[config.mk]
export PLATFORM = sky130hd
export DESIGN_NAME = comma_aligner
export DESIGN_NICKNAME = d
export VERILOG_FILES = /design/src/rtl/comma_align_pkg.sv /design/src/rtl/comma_detect.sv /design/src/rtl/offset_select.sv /design/src/rtl/lock_ctrl.sv /design/src/rtl/comma_aligner.sv
export SDC_FILE = /design/constraint.sdc
export NUM_CORES = 1
export LEC_CHECK = 0
export ABC_AREA = 1
export BUFFER_PORTS_ARGS = -buffer_cell sky130_fd_sc_hd__clkbuf_2
export CORE_MARGIN = 2
export CORE_UTILIZATION = 50
export DETAILED_ROUTE_END_ITERATION = 8
export PLACE_DENSITY = 0.68
export SLEW_MARGIN = 20
export SYNTH_ARGS = -nofsm -noshare
export SYNTH_HDL_FRONTEND = slang
export SYNTH_SLANG_ARGS = --single-unit
[constraint.sdc]
create_clock -name clk_i -period 3.7 [get_ports clk_i]
set_input_delay 0.37 -clock clk_i [delete_from_list [all_inputs] [get_ports clk_i]]
set_output_delay 0.37 -clock clk_i [all_outputs]
set_load 0.01 [all_outputs]
[src/rtl/comma_align_pkg.sv]
package comma_align_pkg;
  localparam int unsigned SYM_W = 10;
  localparam logic [SYM_W-1:0] K28_POS = 10'b0011111010;
  localparam logic [SYM_W-1:0] K28_NEG = 10'b1100000101;

  function automatic logic is_k28(input logic [SYM_W-1:0] s);
    return (s == K28_POS) || (s == K28_NEG);
  endfunction
endpackage

[src/rtl/comma_detect.sv]
module comma_detect
  import comma_align_pkg::*;
#(
  parameter int unsigned W = SYM_W
) (
  input  logic [2*W-1:0] win_i,
  output logic [W-1:0]   hit_o
);
  // candidate k starts k bits after the window's oldest bit
  for (genvar k = 0; k < W; k++) begin : g_cand
    assign hit_o[k] = is_k28(win_i[2*W-1-k -: W]);
  end
endmodule

[src/rtl/offset_select.sv]
module offset_select #(
  parameter int unsigned W  = 10,
  parameter int unsigned OW = $clog2(W)
) (
  input  logic [2*W-1:0] win_i,
  input  logic [OW-1:0]  off_i,
  output logic [W-1:0]   sym_o
);
  logic [2*W-1:0] shifted;

  always_comb begin
    shifted = win_i >> (W - int'(off_i));
    sym_o   = shifted[W-1:0];
  end
endmodule

[src/rtl/lock_ctrl.sv]
module lock_ctrl #(
  parameter int unsigned W       = 10,
  parameter int unsigned CONFIRM = 3,
  parameter int unsigned OW      = $clog2(W),
  parameter int unsigned CW      = $clog2(CONFIRM + 1)
) (
  input  logic          clk_i,
  input  logic          rst_ni,
  input  logic          v_i,
  input  logic [W-1:0]  hit_i,
  output logic          locked_o,
  output logic [OW-1:0] use_off_o,
  output logic          emit_o,
  output logic          comma_o,
  output logic          realign_o
);
  logic          lock_q, lock_n;
  logic [OW-1:0] off_q, off_n, cand_q, cand_n, first_off;
  logic [CW-1:0] cnt_q, cnt_n, cnt_inc;
  logic          any_hit;

  always_comb begin
    first_off = '0;
    for (int k = W - 1; k >= 0; k--) begin
      if (hit_i[k]) first_off = OW'(k);
    end
  end

  assign any_hit = |hit_i;

  always_comb begin
    lock_n    = lock_q;
    off_n     = off_q;
    cand_n    = cand_q;
    cnt_n     = cnt_q;
    cnt_inc   = '0;
    use_off_o = off_q;
    emit_o    = 1'b0;
    comma_o   = 1'b0;
    realign_o = 1'b0;
    if (v_i) begin
      if (!lock_q) begin
        if (any_hit) begin
          lock_n    = 1'b1;
          off_n     = first_off;
          use_off_o = first_off;
          emit_o    = 1'b1;
          comma_o   = 1'b1;
          cnt_n     = '0;
        end
      end else begin
        emit_o = 1'b1;
        if (hit_i[off_q]) begin
          comma_o = 1'b1;
          cnt_n   = '0;
        end else if (any_hit) begin
          cnt_inc = (cnt_q != '0 && cand_q == first_off) ? cnt_q + 1'b1 : CW'(1);
          cand_n  = first_off;
          if (cnt_inc == CW'(CONFIRM)) begin
            off_n     = first_off;
            use_off_o = first_off;
            comma_o   = 1'b1;
            realign_o = 1'b1;
            cnt_n     = '0;
          end else begin
            cnt_n = cnt_inc;
          end
        end
      end
    end
  end

  always_ff @(posedge clk_i or negedge rst_ni) begin
    if (!rst_ni) begin
      lock_q <= 1'b0;
      off_q  <= '0;
      cand_q <= '0;
      cnt_q  <= '0;
    end else begin
      lock_q <= lock_n;
      off_q  <= off_n;
      cand_q <= cand_n;
      cnt_q  <= cnt_n;
    end
  end

  assign locked_o = lock_q;
endmodule

[src/rtl/comma_aligner.sv]
module comma_aligner
  import comma_align_pkg::*;
#(
  parameter int unsigned W       = SYM_W,
  parameter int unsigned CONFIRM = 3
) (
  input  logic         clk_i,
  input  logic         rst_ni,
  input  logic         valid_i,
  input  logic [W-1:0] data_i,
  output logic         valid_o,
  output logic [W-1:0] sym_o,
  output logic         comma_o,
  output logic         locked_o,
  output logic         realign_o
);
  localparam int unsigned OW = $clog2(W);

  logic [W-1:0]   hist_q;
  logic           hist_vld_q;
  logic [2*W-1:0] win, win_q;
  logic [W-1:0]   hit, hit_q;
  logic           win_vld, v1_q;
  logic [OW-1:0]  use_off;
  logic           emit, is_comma, realign;
  logic [W-1:0]   sym;

  assign win     = {hist_q, data_i};
  assign win_vld = valid_i & hist_vld_q;

  comma_detect #(.W(W)) u_detect (.win_i(win), .hit_o(hit));

  always_ff @(posedge clk_i or negedge rst_ni) begin
    if (!rst_ni) begin
      hist_q     <= '0;
      hist_vld_q <= 1'b0;
      win_q      <= '0;
      hit_q      <= '0;
      v1_q       <= 1'b0;
    end else begin
      v1_q <= win_vld;
      if (valid_i) begin
        hist_q     <= data_i;
        hist_vld_q <= 1'b1;
      end
      if (win_vld) begin
        win_q <= win;
        hit_q <= hit;
      end
    end
  end

  lock_ctrl #(.W(W), .CONFIRM(CONFIRM)) u_lock (
    .clk_i    (clk_i),
    .rst_ni   (rst_ni),
    .v_i      (v1_q),
    .hit_i    (hit_q),
    .locked_o (locked_o),
    .use_off_o(use_off),
    .emit_o   (emit),
    .comma_o  (is_comma),
    .realign_o(realign)
  );

  offset_select #(.W(W)) u_sel (.win_i(win_q), .off_i(use_off), .sym_o(sym));

  always_ff @(posedge clk_i or negedge rst_ni) begin
    if (!rst_ni) begin
      valid_o   <= 1'b0;
      sym_o     <= '0;
      comma_o   <= 1'b0;
      realign_o <= 1'b0;
    end else begin
      valid_o   <= emit;
      comma_o   <= is_comma;
      realign_o <= realign;
      if (emit) sym_o <= sym;
    end
  end
endmodule

==> impl_metrics.toml, run 1 <==
[place]
gp_congestion = 0.922
dp.cells = 690
port_buffers = 26
dpl.hpwl_mm = 8.49

[floorplan]
coreArea_mm2 = 0.00822
initial_utilization = 0.514
num_rows = 33
io_pins = 27
dieArea_mm2 = 0.00919
dieHeight_um = 95.9
die_w_um = 95.9

[sta]
worst_pin_slew_ps = 887
min_period_ps = 3380
setup_viol_count_final = 0
maxSlewViolCount = 0
layout_worst_path_cycle_share = 0.913
fmax_ghz = 0.296
slew_headroom = 0.407
clock_skew_ps = 16.5
hold_viol_final = 0

[worst_setup_path]
path_common_cell = "nand2_1"
critPathLaunch = "hit_q[3]"
critPathLaunchType = "register"
regToRegEndpoint = "sym_o[2]"
cp.arrival_ps = 3600
critPathRequiredTime_ps = 3930
critPathBufInv = 2
critPathTopFamily = "simple AND/OR/NAND/NOR gates"
critPathKind = "register to register"
crit_path_end_kind = "register"
r2r_cells = 26
cp_max_fo = 15
critPathCapture = "sym_o[2]"
path_depth = 26
cpPeakStageDelay_ps = 410
r2r_slack_ps = 320
critPathSlowestCell = "dfrtp_1"
r2r_start = "hit_q[3]"

[synth]
ys_types = 33
synth_top_area_cell = "dfrtp_1"
synth_top_area_frac = 0.391
synth_top_flop_cell = "dfrtp_1"
syn_area_mm2 = 0.00422
async_flop_share = 1.00
syn_nets = 592
ys_seq_elements = 66
synth-edff-count = 0
syn_avg_cell_area_um2 = 7.31
yosysWarnings = 0
netlist_instances = 577
seq_area_frac_synth = 0.391
synthTopCellsByArea = "dfrtp_1 39%, nand3_1 14%, nand2_1 11%"

[drt]
drtAntennaViolNets = 0
routed_wl_mm = 11.6
drt-vias-per-instance = 5.87
firstDrtPassIters = 5
drc_errors = 0
routedWlPerCell_um = 16.3
drtIter0Drc = 466
vias = 4171

[finish]
layout.nets = 616
utilization = 0.578
area_growth_pct = 12.5
drive_gt1_frac = 0.168
finalNonFillerCells = 711
diodes = 0

[cts]
cts_root_buffer = "clkbuf_8"
clockBufferDepth = 2
h-tree-depth = 3
clock-sinks = 66
clkTransAtPathRegs_ps = 90
cts_buffers = 9
hold_buffers = 0
clkLatencyLatePin_ps = 350
tritoncts = "yes"

[grt]
overflow = 0
grt_pass1_vias = 3757
grt_start_max_net_pins = 36
grt_pass1_wl_mm = 19.2
antenna_found_initial = 0
grt_usage = 0.273

[pwr]
ir_drop_uv = 305
p_leak_nw = 2.24
powerDensity_mw_per_mm2 = 799

[status]
status = "complete, no violations"

[hold_path]
hp-class = "primary input to asynchronous set/reset pin"

[flow_run]
cap_violations = 0
[cell usage after synthesis (3+ instances only)]
cell / n
a21oi_1: 18
a22oi_1: 7
a31oi_1: 9
buf_1: 3
buf_2: 7
buf_4: 4
buf_6: 3
clkbuf_1: 10
dfrtp_1: 66
inv_1: 59
nand2_1: 123
nand2_2: 8
nand3_1: 121
nand3_2: 18
nand4_1: 9
nor2_1: 30
nor2_4: 3
nor3_1: 6
nor4_1: 12
o21ai_0: 42
[what timing repair did]
item,4_1_cts,5_1_grt
gates resized for setup,0,14
buffers inserted,0,4
setup endpoints to repair,0,10
[per-stage QoR]
| stage | hold slack [ps] | worst slack [ps] | setup TNS [ps] | instance area [µm²] | power (mW) |
|---|---|---|---|---|---|
| finish | 84.6 | 322 | 0 | 4750 | 3.79 |
| global route | 146 | -13.7 | -13.7 | 4750 | 4.11 |
| CTS | 119 | 151 | 0 | 4640 | 3.64 |
| detailed placement | 454 | 155 | 0 | 4410 | 2.95 |
| global placement | 455 | 309 | 0 | 4410 | 2.93 |
| floorplan | 74.4 | 306 | 0 | 4220 | 2.50 |
[placed cells by master, fill, tap and decap left out, drive strengths merged]
master,netlist,layout
a31oi,9,9
nor4,12,12
nand2,131,131
a22oi,7,7
clkinvlp,0,1
inv,59,60
o41ai,1,1
or2,1,1
nor3,8,8
o31ai,1,1
clkbuf,10,35
dfrtp,66,66
ha,2,2
nand4,9,9
o22ai,2,2
clkinv,1,4
nor2,34,34
bufinv,0,2
nand3b,2,2
a41oi,2,2
a21oi,20,20
o21ai,42,42
nand3,140,140
buf,17,14
o211ai,1,1
[state kept, by name, summed over array words and instances (netlist names)]
| register | count |
|---|---|
| u_lock.cand_q | 4 |
| u_lock.off_q | 4 |
| comma_o | 1 |
| win_q | 20 |
| hist_q | 10 |
| hist_vld_q | 1 |
| u_lock.locked_o | 1 |
| u_lock.cnt_q | 2 |
| v1_q | 1 |
| realign_o | 1 |
| sym_o | 10 |
| hit_q | 10 |
| valid_o | 1 |
[routing by layer]
layer	global-route usage	part of all wire
met1	0.393	0.45
met2	0.422	0.46
met3	0.0556	0.070
met4	0.0643	0.020
met5	0	0
[cell type report]
type,count,area (µm²)
multi-input combinational,424,2250
tap,105,131
fill,771,3470
sequential,66,1650
inverter,60,225
timing repair buffer,40,265
clock inverter,7,103
clock buffer,9,124
[power breakdown]
part,switching [mW],internal (mW)
clock,0.310,0.385
combinational,1.37,0.754
sequential,0.119,0.857
total,1.80,2.00
[how the worst min path moves through the flow]
stage,slack [ps],from,to
detailed placement,450,hist_vld_q,hist_vld_q
global placement,460,hist_vld_q,hist_vld_q
finish,80,rst_ni,u_lock.cnt_q[0]
global route,150,rst_ni,u_lock.cnt_q[0]
CTS,120,rst_ni,u_lock.cnt_q[0]
floorplan,70,rst_ni,comma_o
[kinds of logic after synthesis]
logic type / share of synthesized area
AO/OA/AOI/OAI: 0.119
flip-flops: 0.391
adder cells (fa/ha/maj): 0.00593
AND/OR/NAND/NOR: 0.396
buffers and inverters: 0.0883
Note: power is estimated with default switching activity, not from simulation.
==> run 2, diff against run 1 <==
--- a/config.mk
+++ b/config.mk
@@ -5,7 +5,7 @@
 export SDC_FILE = /design/constraint.sdc
 export NUM_CORES = 1
 export LEC_CHECK = 0
-export ABC_AREA = 1
+export ABC_AREA = 0
 export BUFFER_PORTS_ARGS = -buffer_cell sky130_fd_sc_hd__clkbuf_2
 export CORE_MARGIN = 2
 export CORE_UTILIZATION = 50
==> impl_metrics.toml, run 2 <==
[pwr]
powerDensity_mw_per_mm2 = 645
ir_drop_uv = 316
power.total_mw = 3.41
p_leak_nw = 2.19

[synth]
synth_compound_area_frac = 0.158
synth.most_common_cell = "dfrtp_1"
async_flop_share = 1.00
synth-edff-count = 0
synth_xor_xnor_area_share = 0.00200
ys_seq_elements = 66
synthMuxAreaShare = 0.205
syn_nets = 445
synth_top_area_cell = "dfrtp_1"
synth_top_family_by_area = "multiplexers"
seq_area_frac_synth = 0.377
syn_area_mm2 = 0.00438
synthTopCellsByCount = "66 x dfrtp_1, 45 x nand2_1, 32 x mux2_2, 26 x mux2i_1, 23 x nor2_1"
yosysWarnings = 0
netlist_instances = 430
synth_top_area_frac = 0.377
synth-simple-area-share = 0.202
synthTopCellsByArea = "dfrtp_1 38%, mux2_2 8.2%, mux2i_1 5.9%"
ys_types = 85
synth_top_flop_cell = "dfrtp_1"
yosys.area_share.adder = 0.00571
syn_avg_cell_area_um2 = 10.2

[sta]
maxSlewViolCount = 0
setup_viol_count_final = 10
slew_headroom = 0.371
clock_skew_ps = 10.2
fmax_ghz = 0.242
whs_ps = 165
min_period_ps = 4130
worst_pin_slew_ps = 943
layout_setup_ws_ps = -429
rsz0062_at_grt = "true"
layout_worst_path_cycle_share = 1.12
hold_viol_final = 0

[floorplan]
num_rows = 34
initial_utilization = 0.510
dieArea_mm2 = 0.00953
die_w_um = 97.6
coreArea_mm2 = 0.00859
io_pins = 27
dieHeight_um = 97.6

[drt]
firstDrtPassIters = 5
routedWlPerCell_um = 19.0
drtIter0Drc = 200
drt-vias-per-instance = 6.27
drc_errors = 0
routed_wl_mm = 11.7
drtAntennaViolNets = 0
vias = 3862

[cts]
tritoncts = "yes"
clkLatencyLatePin_ps = 350
clockBufferDepth = 2
cts_root_buffer = "clkbuf_8"
h-tree-depth = 3
clock-sinks = 66
clkTransAtPathRegs_ps = 80
cts_buffers = 9

[finish]
layout.cells.most_common_list = "66 x dfrtp_1, 54 x buf_4, 45 x nand2_1"
largest_register_ffs = 20
layout_commonest_cell = "dfrtp_1"
area_growth_pct = 20.9
nFillCells = 701
layout.nets = 518
diodes = 0
top_register = "win_q"
drive_gt1_frac = 0.370

[place]
dpl.hpwl_mm = 8.55
port_buffers = 26
gp_congestion = 0.948

[worst_setup_path]
r2r_cells = 13
r2r_start = "hit_q[6]"
critPathRequiredTime_ps = 3970
regToRegEndpoint = "sym_o[0]"
r2r_slack_ps = -430
cp.arrival_ps = 4400
crit_path_end_kind = "register"
cp_max_fo = 5
critPathLaunchType = "register"
critPathKind = "register to register"

[status]
status = "finished, violations left"
violations = "setup timing"

[grt]
grt_pass1_wl_mm = 19.1
grt_pass1_vias = 3701
antenna_found_initial = 0
grt_start_max_net_pins = 42
overflow = 0
grt_usage = 0.250

[flow_run]
cap_violations = 0

[hold_path]
hp-class = "primary input to asynchronous set/reset pin"
[run 2: power by group]
part | leakage [nW] | total (mW) | switching [mW] | internal [mW]
Sequential | 0.810 | 0.967 | 0.121 | 0.846
Combinational | 1.28 | 1.81 | 0.882 | 0.928
Clock | 0.100 | 0.637 | 0.320 | 0.317
[run 2: through the flow]
step	std cells	util	instance area, µm²	TNS, ps	setup WS, ps
2_1_floorplan	430	-	4400	-4610	-528
3_5_place_dp	596	0.575	4940	-3150	-398
4_1_cts	613	0.607	5220	-2660	-321
6_report	616	0.616	5300	-3730	-429
3_3_place_gp	596	0.575	4940	-2080	-258
5_1_grt	616	0.616	5300	-5440	-603
[run 2: per-layer routing]
metal / up-vias / wire length (µm) / track usage
li1: 1780 / - / -
met1: 1907 / 5110 / 0.348
met2: 148 / 5670 / 0.402
met3: 27 / 658 / 0.0360
met4: 0 / 275 / 0.0865
met5: - / 0 / 0
[run 2: worst max-delay path by stage]
stage | startpoint | end | depth (start not counted)
6_report | hit_q[6] | sym_o[0] | 13
3_3_place_gp | hit_q[7] | sym_o[1] | 14
4_1_cts | hit_q[7] | sym_o[8] | 13
3_5_place_dp | hit_q[7] | sym_o[1] | 14
2_1_floorplan | hit_q[7] | sym_o[8] | 16
5_1_grt | hit_q[6] | sym_o[0] | 13
[run 2: cell families (layout without fill, tap and decap cells)]
group,after synthesis,count (layout)
mux,70,70
compound gates,91,91
simple gates,160,161
buf+inv,40,117
xor+xnor,1,1
flops,66,66
fa+ha+maj,2,2
[run 2: area by class of cell]
class                           instances  area [µm²]  share of cell area
Multi-Input combinational cell        325        2640               0.498
Sequential cell                        66        1650               0.312
Timing Repair Buffer                   85         609               0.115
Tap cell                              108         135              0.0255
Clock buffer                            9         124              0.0234
Clock inverter                          7        77.6              0.0146
Inverter                               16        63.8              0.0120
[run 2: critical path: stages (launching register included)]
cell and delay [ps]:
dfrtp_1 400, or4_4 560, nor4b_4 290, o21ai_2 110
a2111oi_4 410, nand4_1 200, a21oi_2 210, mux2_4 340
ha_4 160, or3_4 370, and2_4 190, mux2i_1 140
mux4_2 490, o211ai_1 170
[run 2: what timing repair did]
item,in CTS,in global routing
setup endpoints to repair,10,10
pin swaps,4,8
gates cloned,1,0
gates resized for setup,14,8
buffers inserted,0,3
hold buffers,0,0
